## src/rtl/ser_reg_pkg.sv

```systemverilog
package ser_reg_pkg;

    localparam int SR_ADDR_W = 5;
    localparam int SR_DATA_W = 24;
    localparam int SR_CMD_W  = 8;

    typedef enum logic {
        PH_CMD   = 1'b0,
        PH_WDATA = 1'b1
    } ser_phase_e;

endpackage

```

## src/rtl/sclk_edge.sv

```systemverilog
module sclk_edge (
    input  logic clk,
    input  logic rst_n,
    input  logic sclk,
    input  logic cs_n,
    output logic rise,
    output logic fall
);

    logic sclk_d, sclk_q;

    always_comb begin
        sclk_d = sclk;
        rise   = !cs_n &&  sclk && !sclk_q;
        fall   = !cs_n && !sclk &&  sclk_q;
    end

    always_ff @(posedge clk or negedge rst_n) begin
        if (!rst_n) sclk_q <= 1'b0;
        else        sclk_q <= sclk_d;
    end

endmodule

```

## src/rtl/cmd_rx.sv

```systemverilog
module cmd_rx
    import ser_reg_pkg::*;
#(
    parameter int ADDR_W   = SR_ADDR_W,
    parameter int DATA_W   = SR_DATA_W,
    parameter int CMD_W    = SR_CMD_W,
    parameter int CFG_ADDR = 0,
    parameter logic [DATA_W-1:0] CFG_WMASK = 24'h0000FF
) (
    input  logic              clk,
    input  logic              rst_n,
    input  logic              cs_n,
    input  logic              rise,
    input  logic              sdi,
    output logic              rd_en,
    output logic [ADDR_W-1:0] rd_addr,
    output logic              wr_en,
    output logic [ADDR_W-1:0] wr_addr,
    output logic [DATA_W-1:0] wr_data,
    output logic              cmd_stb,
    output logic [CMD_W-1:0]  cmd_code
);

    localparam int CNT_W     = $clog2(DATA_W);
    localparam int CMD_LAST  = CMD_W - 1;
    localparam int DATA_LAST = DATA_W - 1;

    typedef struct packed {
        ser_phase_e          phase;
        logic [CNT_W-1:0]    cnt;
        logic [CMD_W-2:0]    cmd_sh;
        logic [DATA_W-2:0]   data_sh;
        logic [ADDR_W-1:0]   waddr;
        logic                wen;
        logic [DATA_W-1:0]   wdata;
        logic                stb;
        logic [CMD_W-1:0]    code;
    } rx_state_t;

    rx_state_t s_d, s_q;
    logic [CMD_W-1:0]  byte_w;
    logic [DATA_W-1:0] word_w;
    logic [DATA_W-1:0] keep_mask;

    always_comb begin
        s_d       = s_q;
        s_d.wen   = 1'b0;
        s_d.stb   = 1'b0;
        rd_en     = 1'b0;
        byte_w    = {s_q.cmd_sh, sdi};
        word_w    = {s_q.data_sh, sdi};
        keep_mask = (s_q.waddr == ADDR_W'(CFG_ADDR)) ? CFG_WMASK : '1;
        if (cs_n) begin
            s_d.phase = PH_CMD;
            s_d.cnt   = '0;
        end else if (rise) begin
            if (s_q.phase == PH_CMD) begin
                s_d.cmd_sh = byte_w[CMD_W-2:0];
                if (s_q.cnt == CNT_W'(CMD_LAST)) begin
                    s_d.cnt = '0;
                    if (byte_w[CMD_W-1]) begin
                        s_d.stb  = 1'b1;
                        s_d.code = byte_w;
                    end else if (byte_w[CMD_W-2]) begin
                        s_d.phase = PH_WDATA;
                        s_d.waddr = byte_w[ADDR_W:1];
                    end else begin
                        rd_en = 1'b1;
                    end
                end else begin
                    s_d.cnt = s_q.cnt + 1'b1;
                end
            end else begin
                s_d.data_sh = word_w[DATA_W-2:0];
                if (s_q.cnt == CNT_W'(DATA_LAST)) begin
                    s_d.wen   = 1'b1;
                    s_d.wdata = word_w & keep_mask;
                    s_d.phase = PH_CMD;
                    s_d.cnt   = '0;
                end else begin
                    s_d.cnt = s_q.cnt + 1'b1;
                end
            end
        end
    end

    always_ff @(posedge clk or negedge rst_n) begin
        if (!rst_n) s_q <= '0;
        else        s_q <= s_d;
    end

    assign rd_addr  = byte_w[ADDR_W:1];
    assign wr_en    = s_q.wen;
    assign wr_addr  = s_q.waddr;
    assign wr_data  = s_q.wdata;
    assign cmd_stb  = s_q.stb;
    assign cmd_code = s_q.code;


    wr_single_pulse_chk: assert property (@(posedge clk) disable iff (!rst_n)
        s_q.wen |=> !s_q.wen);


    cs_abandon_chk: assert property (@(posedge clk) disable iff (!rst_n)
        cs_n |=> (!s_q.wen && s_q.phase == PH_CMD && s_q.cnt == '0));


    stb_single_pulse_chk: assert property (@(posedge clk) disable iff (!rst_n)
        s_q.stb |=> !s_q.stb);


    cmd_cnt_range_chk: assert property (@(posedge clk) disable iff (!rst_n)
        (s_q.phase == PH_CMD) |-> (s_q.cnt < CNT_W'(CMD_W)));

endmodule

```

## src/rtl/rd_shifter.sv

```systemverilog
module rd_shifter
    import ser_reg_pkg::*;
#(
    parameter int DATA_W = SR_DATA_W
) (
    input  logic              clk,
    input  logic              rst_n,
    input  logic              abort,
    input  logic              load,
    input  logic [DATA_W-1:0] load_data,
    input  logic              fall,
    output logic              sdo
);

    localparam int LEFT_W = $clog2(DATA_W + 1);

    typedef struct packed {
        logic [DATA_W-1:0] sh;
        logic [LEFT_W-1:0] left;
        logic              out;
    } tx_state_t;

    tx_state_t t_d, t_q;

    always_comb begin
        t_d = t_q;
        if (abort) begin
            t_d.left = '0;
            t_d.out  = 1'b0;
        end else if (load) begin
            t_d.sh   = load_data;
            t_d.left = LEFT_W'(DATA_W);
        end else if (fall) begin
            if (t_q.left != '0) begin
                t_d.out  = t_q.sh[DATA_W-1];
                t_d.sh   = t_q.sh << 1;
                t_d.left = t_q.left - 1'b1;
            end else begin
                t_d.out  = 1'b0;
            end
        end
    end

    always_ff @(posedge clk or negedge rst_n) begin
        if (!rst_n) t_q <= '0;
        else        t_q <= t_d;
    end

    assign sdo = t_q.out;


    load_count_chk: assert property (@(posedge clk) disable iff (!rst_n)
        (load && !abort) |=> (t_q.left == LEFT_W'(DATA_W)));


    sdo_hold_chk: assert property (@(posedge clk) disable iff (!rst_n)
        (!fall && !abort) |=> $stable(sdo));


    idle_zero_chk: assert property (@(posedge clk) disable iff (!rst_n)
        (fall && !load && !abort && t_q.left == '0) |=> !sdo);


    abort_quiet_chk: assert property (@(posedge clk) disable iff (!rst_n)
        abort |=> (!sdo && t_q.left == '0));

endmodule

```

## src/rtl/ser_reg_if.sv

```systemverilog
module ser_reg_if
    import ser_reg_pkg::*;
#(
    parameter int ADDR_W   = SR_ADDR_W,
    parameter int DATA_W   = SR_DATA_W,
    parameter int CMD_W    = SR_CMD_W,
    parameter int CFG_ADDR = 0,
    parameter logic [DATA_W-1:0] CFG_WMASK = 24'h0000FF
) (
    input  logic              clk,
    input  logic              rst_n,
    input  logic              cs_n,
    input  logic              sclk,
    input  logic              sdi,
    output logic              sdo,
    output logic              rd_en,
    output logic [ADDR_W-1:0] rd_addr,
    input  logic [DATA_W-1:0] rd_data,
    output logic              wr_en,
    output logic [ADDR_W-1:0] wr_addr,
    output logic [DATA_W-1:0] wr_data,
    output logic              cmd_stb,
    output logic [CMD_W-1:0]  cmd_code
);

    logic rise, fall;

    sclk_edge edge_i (
        .clk   (clk),
        .rst_n (rst_n),
        .sclk  (sclk),
        .cs_n  (cs_n),
        .rise  (rise),
        .fall  (fall)
    );

    cmd_rx #(
        .ADDR_W    (ADDR_W),
        .DATA_W    (DATA_W),
        .CMD_W     (CMD_W),
        .CFG_ADDR  (CFG_ADDR),
        .CFG_WMASK (CFG_WMASK)
    ) rx_i (
        .clk      (clk),
        .rst_n    (rst_n),
        .cs_n     (cs_n),
        .rise     (rise),
        .sdi      (sdi),
        .rd_en    (rd_en),
        .rd_addr  (rd_addr),
        .wr_en    (wr_en),
        .wr_addr  (wr_addr),
        .wr_data  (wr_data),
        .cmd_stb  (cmd_stb),
        .cmd_code (cmd_code)
    );

    rd_shifter #(
        .DATA_W (DATA_W)
    ) tx_i (
        .clk       (clk),
        .rst_n     (rst_n),
        .abort     (cs_n),
        .load      (rd_en),
        .load_data (rd_data),
        .fall      (fall),
        .sdo       (sdo)
    );

endmodule

```

## config.mk

```make
export PLATFORM = sky130hd
export DESIGN_NAME = ser_reg_if
export DESIGN_NICKNAME = d
export VERILOG_FILES = /design/src/rtl/ser_reg_pkg.sv /design/src/rtl/sclk_edge.sv /design/src/rtl/cmd_rx.sv /design/src/rtl/rd_shifter.sv /design/src/rtl/ser_reg_if.sv
export SDC_FILE = /design/constraint.sdc
export NUM_CORES = 1
export LEC_CHECK = 0
export BUFFER_PORTS_ARGS = -buffer_cell sky130_fd_sc_hd__buf_2
export CORE_MARGIN = 2
export CORE_UTILIZATION = 43
export CTS_CLUSTER_DIAMETER = 200
export CTS_CLUSTER_SIZE = 28
export DETAILED_ROUTE_END_ITERATION = 6
export MAX_ROUTING_LAYER = met4
export PLACE_DENSITY = 0.75
export REMOVE_ABC_BUFFERS = 1
export SKIP_LAST_GASP = 1
export SLEW_MARGIN = 30
export SYNTH_ARGS = -nofsm -noshare
export SYNTH_HDL_FRONTEND = slang
export SYNTH_SLANG_ARGS = --single-unit
```

## constraint.sdc

```tcl
create_clock -name clk -period 2.5 [get_ports clk]
set_input_delay 0.625 -clock clk [delete_from_list [all_inputs] [get_ports clk]]
set_output_delay 0.625 -clock clk [all_outputs]
set_load 0.005 [all_outputs]
```

==> flow_results.xml <==
<?xml version="1.0" encoding="UTF-8"?>
<metrics>
  <group name="outcome">
    <metric name="run_status" unit="">completed</metric>
  </group>
  <group name="placement">
    <metric name="dpl_worst_slack" unit="ns">0.203</metric>
    <metric name="detailed_place.area" unit="mm^2">0.00483</metric>
    <metric name="gpl.final_weighted_congestion" unit="">0.849</metric>
    <metric name="detailedPlacementHpwl" unit="mm">5.48</metric>
    <metric name="numPortBuffers" unit="">74</metric>
  </group>
  <group name="cts">
    <metric name="cts-buffers-inserted" unit="">9</metric>
    <metric name="clock_sinks" unit="">106</metric>
    <metric name="clk_root_buffer_cell" unit="">clkbuf_8</metric>
    <metric name="clk_pin_slew" unit="ns">0.10</metric>
    <metric name="clock_path_buffers" unit="">2</metric>
    <metric name="holdBufCountCts" unit="">0</metric>
    <metric name="htreeDepth" unit="">3</metric>
    <metric name="clock_insertion_delay_worst_skew" unit="ns">0.36</metric>
    <metric name="tritoncts" unit="">built</metric>
  </group>
  <group name="critical_path">
    <metric name="type_of_element_capturing_the_critical_path" unit="">output pin</metric>
    <metric name="worst_ep_arrival_time" unit="ns">1.73</metric>
    <metric name="timing_endpoint_of_the_critical_path" unit="">rd_en</metric>
    <metric name="crit_path_leading_delay_family" unit="">simple AND/OR/NAND/NOR gates</metric>
    <metric name="worstSetupStartpoint" unit="">rx_i.s_q[69]</metric>
    <metric name="crit_slowest_cell" unit="">dfrtp_1</metric>
    <metric name="worst_ep_required_time" unit="ns">1.88</metric>
    <metric name="timing.critical_path.buf_inv" unit="">2</metric>
    <metric name="worstRegToRegCells" unit="">7</metric>
    <metric name="cells_traversed_along_the_worst_timing_path" unit="">ha_2, nor4bb_4, and2_4, nand2_1, inv_2, buf_2</metric>
    <metric name="critPathMaxFanout" unit="">5</metric>
    <metric name="crit_path_start_kind" unit="">flop</metric>
    <metric name="cpPeakStageDelay" unit="ns">0.39</metric>
    <metric name="worstReg2RegEnd" unit="">tx_i.t_q[18]</metric>
    <metric name="critical_path_class" unit="">reg2out</metric>
    <metric name="r2r_start" unit="">tx_i.t_q[1]</metric>
    <metric name="setup.reg_to_reg.worst_slack" unit="ns">0.35</metric>
    <metric name="critical_path_cell_count" unit="">6</metric>
  </group>
  <group name="finish">
    <metric name="finish.net_count" unit="">427</metric>
    <metric name="multiInputGateArea" unit="mm^2">0.00155</metric>
    <metric name="area.sequential" unit="mm^2">0.00265</metric>
    <metric name="flow.area_growth_from_synthesis" unit="%">9.96</metric>
    <metric name="fin_util" unit="%">48.9</metric>
    <metric name="post_route_cells_drive_above_1_share" unit="%">38.9</metric>
    <metric name="final_area" unit="mm^2">0.00510</metric>
    <metric name="antenna_cells" unit="">0</metric>
    <metric name="num-fill-cells" unit="">952</metric>
  </group>
  <group name="timing">
    <metric name="fmaxAchievable" unit="MHz">424</metric>
    <metric name="final-hold-violation-count" unit="">0</metric>
    <metric name="report.final.setup_viol" unit="">0</metric>
    <metric name="setup_tns" unit="ns">0</metric>
    <metric name="finalHoldWorstSlack" unit="ns">0.267</metric>
    <metric name="report.final.slew_viol_count" unit="">0</metric>
    <metric name="finalWorstPathRequiredPeriod" unit="ns">2.36</metric>
    <metric name="timing_worst_slew_pin_value" unit="ns">0.630</metric>
    <metric name="grt_setup_unrepaired" unit="">no</metric>
    <metric name="final_min_period_over_clock_period" unit="%">94.3</metric>
    <metric name="postLayoutSetupSlackWorst" unit="ns">0.141</metric>
    <metric name="timing.slew.headroom" unit="%">58.0</metric>
    <metric name="worst_clock_skew" unit="ns">0.0166</metric>
  </group>
  <group name="synthesis">
    <metric name="synth.top_cells.by_area" unit="">dfrtp_1, mux2_2, buf_4, o2bb2ai_1, a22oi_1</metric>
    <metric name="synth_top_family_by_area" unit="">compound AO/OA/AOI/OAI gates</metric>
    <metric name="synthDominantAreaCellType" unit="">dfrtp_1</metric>
    <metric name="yosys.cell_count.top_type" unit="">dfrtp_1</metric>
    <metric name="synthSimpleGateAreaFrac" unit="%">7.21</metric>
    <metric name="yosysWarnings" unit="">0</metric>
    <metric name="synth-seq-cells" unit="">106</metric>
    <metric name="yosys.area_share.xor_xnor" unit="%">0.945</metric>
    <metric name="post_synth_most_frequent_cells" unit="">dfrtp_1, buf_4, mux2_2</metric>
    <metric name="post_synthesis_instance_area" unit="mm^2">0.00464</metric>
    <metric name="synth_compound_gate_area_share" unit="%">13.5</metric>
    <metric name="syn_area_per_cell" unit="um^2">12.9</metric>
    <metric name="synth-async-reset-ratio" unit="%">100</metric>
    <metric name="synth-edff-count" unit="">0</metric>
    <metric name="yosys.cell_types.count" unit="">38</metric>
    <metric name="ys_flop_type" unit="">dfrtp_1</metric>
    <metric name="post_synth_fa_ha_maj_area_fraction" unit="%">0.540</metric>
    <metric name="syn-instance-count" unit="">360</metric>
    <metric name="synth.mux.area_fraction" unit="%">10.7</metric>
    <metric name="synth_seq_area_share" unit="%">57.2</metric>
    <metric name="synth_top_cell_area_share" unit="%">57.2</metric>
  </group>
  <group name="global_route">
    <metric name="grt_remaining_overflow" unit="">0</metric>
    <metric name="first_global_vias" unit="">2834</metric>
    <metric name="grt_start_max_net_pins" unit="">51</metric>
    <metric name="grt_pass1_wl" unit="mm">13.9</metric>
    <metric name="grt_antenna_before_repair" unit="">0</metric>
    <metric name="global_route.usage.total" unit="%">15.5</metric>
  </group>
  <group name="routing">
    <metric name="detail_route.wirelength" unit="mm">8.22</metric>
    <metric name="detail-route-antenna-nets" unit="">0</metric>
    <metric name="detailedRoute.firstPassIterationCount" unit="">4</metric>
    <metric name="routed_wire_length_per_instance" unit="um">15.3</metric>
    <metric name="dr_total_vias" unit="">2824</metric>
    <metric name="route.detailed.vias_per_inst" unit="">5.26</metric>
    <metric name="remaining_drc_errors" unit="">0</metric>
    <metric name="drt_iter0_markers" unit="">164</metric>
  </group>
  <group name="floorplan">
    <metric name="placementRows" unit="">37</metric>
    <metric name="dieArea" unit="mm^2">0.0116</metric>
    <metric name="core_area" unit="mm^2">0.0104</metric>
    <metric name="ios" unit="">75</metric>
    <metric name="initial_utilization" unit="%">44.5</metric>
    <metric name="dieHeight" unit="um">108</metric>
    <metric name="die_width" unit="um">108</metric>
  </group>
  <group name="worst_hold_path">
    <metric name="holdCritPathClass" unit="">in2async</metric>
  </group>
  <group name="power_and_ir_drop">
    <metric name="power_leakage" unit="uW">0.00259</metric>
    <metric name="irDropWorstVdd" unit="mV">0.403</metric>
    <metric name="power_density" unit="mW/mm^2">611</metric>
  </group>
  <group name="flow_run">
    <metric name="drv_cap" unit="">0</metric>
  </group>
</metrics>
## registers in the layout, summed over array words and instances (netlist names)
name	count
rx_i.wr_data	24
rx_i.wr_en	1
tx_i.sdo	1
rx_i.rd_addr	5
rx_i.s_q	29
tx_i.t_q	29
edge_i.sclk_q	1
rx_i.cmd_code	8
rx_i.byte_w	2
rx_i.wr_addr	5
rx_i.cmd_stb	1
## cell families after synthesis
group	after synthesis
DFF	106
AOI/OAI and AO/OA	76
buffers and inverters	67
and+or+nand+nor	60
muxes	44
xor gates and xnor gates	5
adders and majority gates	2
## metal layers
metal / up-vias / GRT usage [%] / wire, um
met1: 1449 / 19.9 / 3710
met3: 10 / 3.27 / 299
li1: 1308 / - / -
met4: 0 / 4.58 / 87
met2: 57 / 24.8 / 4130
met5: - / - / 0
## cell usage in the layout (no fill, tap or decap), types with 4 or more instances in the layout
master,instances
dfrtp_1,106
nor2b_1,5
nor3_1,4
a22o_1,19
inv_1,5
a22oi_1,23
buf_4,12
nand2_1,27
nor2_1,7
clkbuf_8,9
a21oi_1,4
buf_2,73
mux2_2,41
o2bb2ai_1,23
## stage by stage
step	power, uW	cells
final	3110	537
after global routing	3250	537
after CTS	3150	536
after detailed placement	1950	519
after global placement	1950	519
after floorplan	1840	299
## power by group
| part | internal, uW | total (uW) | switching, uW |
|---|---|---|---|
| clock | 584 | 1190 | 611 |
| sequential | 1740 | 1780 | 39.7 |
| combinational | 57.1 | 138 | 80.5 |
## how the worst min path moves through the flow
stage                  endpoint  slack (ns)              from  depth (start not counted)
2_1_floorplan     edge_i.sclk_q        0.33             rst_n                          0
3_3_place_gp   rx_i.cmd_code[7]        0.44  rx_i.cmd_code[7]                          1
3_5_place_dp   rx_i.cmd_code[7]        0.46  rx_i.cmd_code[7]                          1
4_1_cts            rx_i.s_q[58]        0.28             rst_n                          1
5_1_grt        rx_i.wr_data[21]        0.31             rst_n                          1
6_report           rx_i.s_q[58]        0.27             rst_n                          1
## final cells by class
type	count	share of cell area, %
Sequential cell	106	52.0
Inverter	6	0.442
Clock buffer	9	2.43
Tap cell	136	3.34
Clock inverter	7	2.11
Multi-Input combinational cell	187	30.3
Timing Repair Buffer	86	9.33
## repair_timing
action	in CTS	in global routing
pin swaps	0	1
gates resized for setup	5	0
buffers inserted	1	1
endpoints found under the hold margin	0	0
setup endpoints to repair	1	1
No activity file was read; power rests on OpenSTA's default activity.
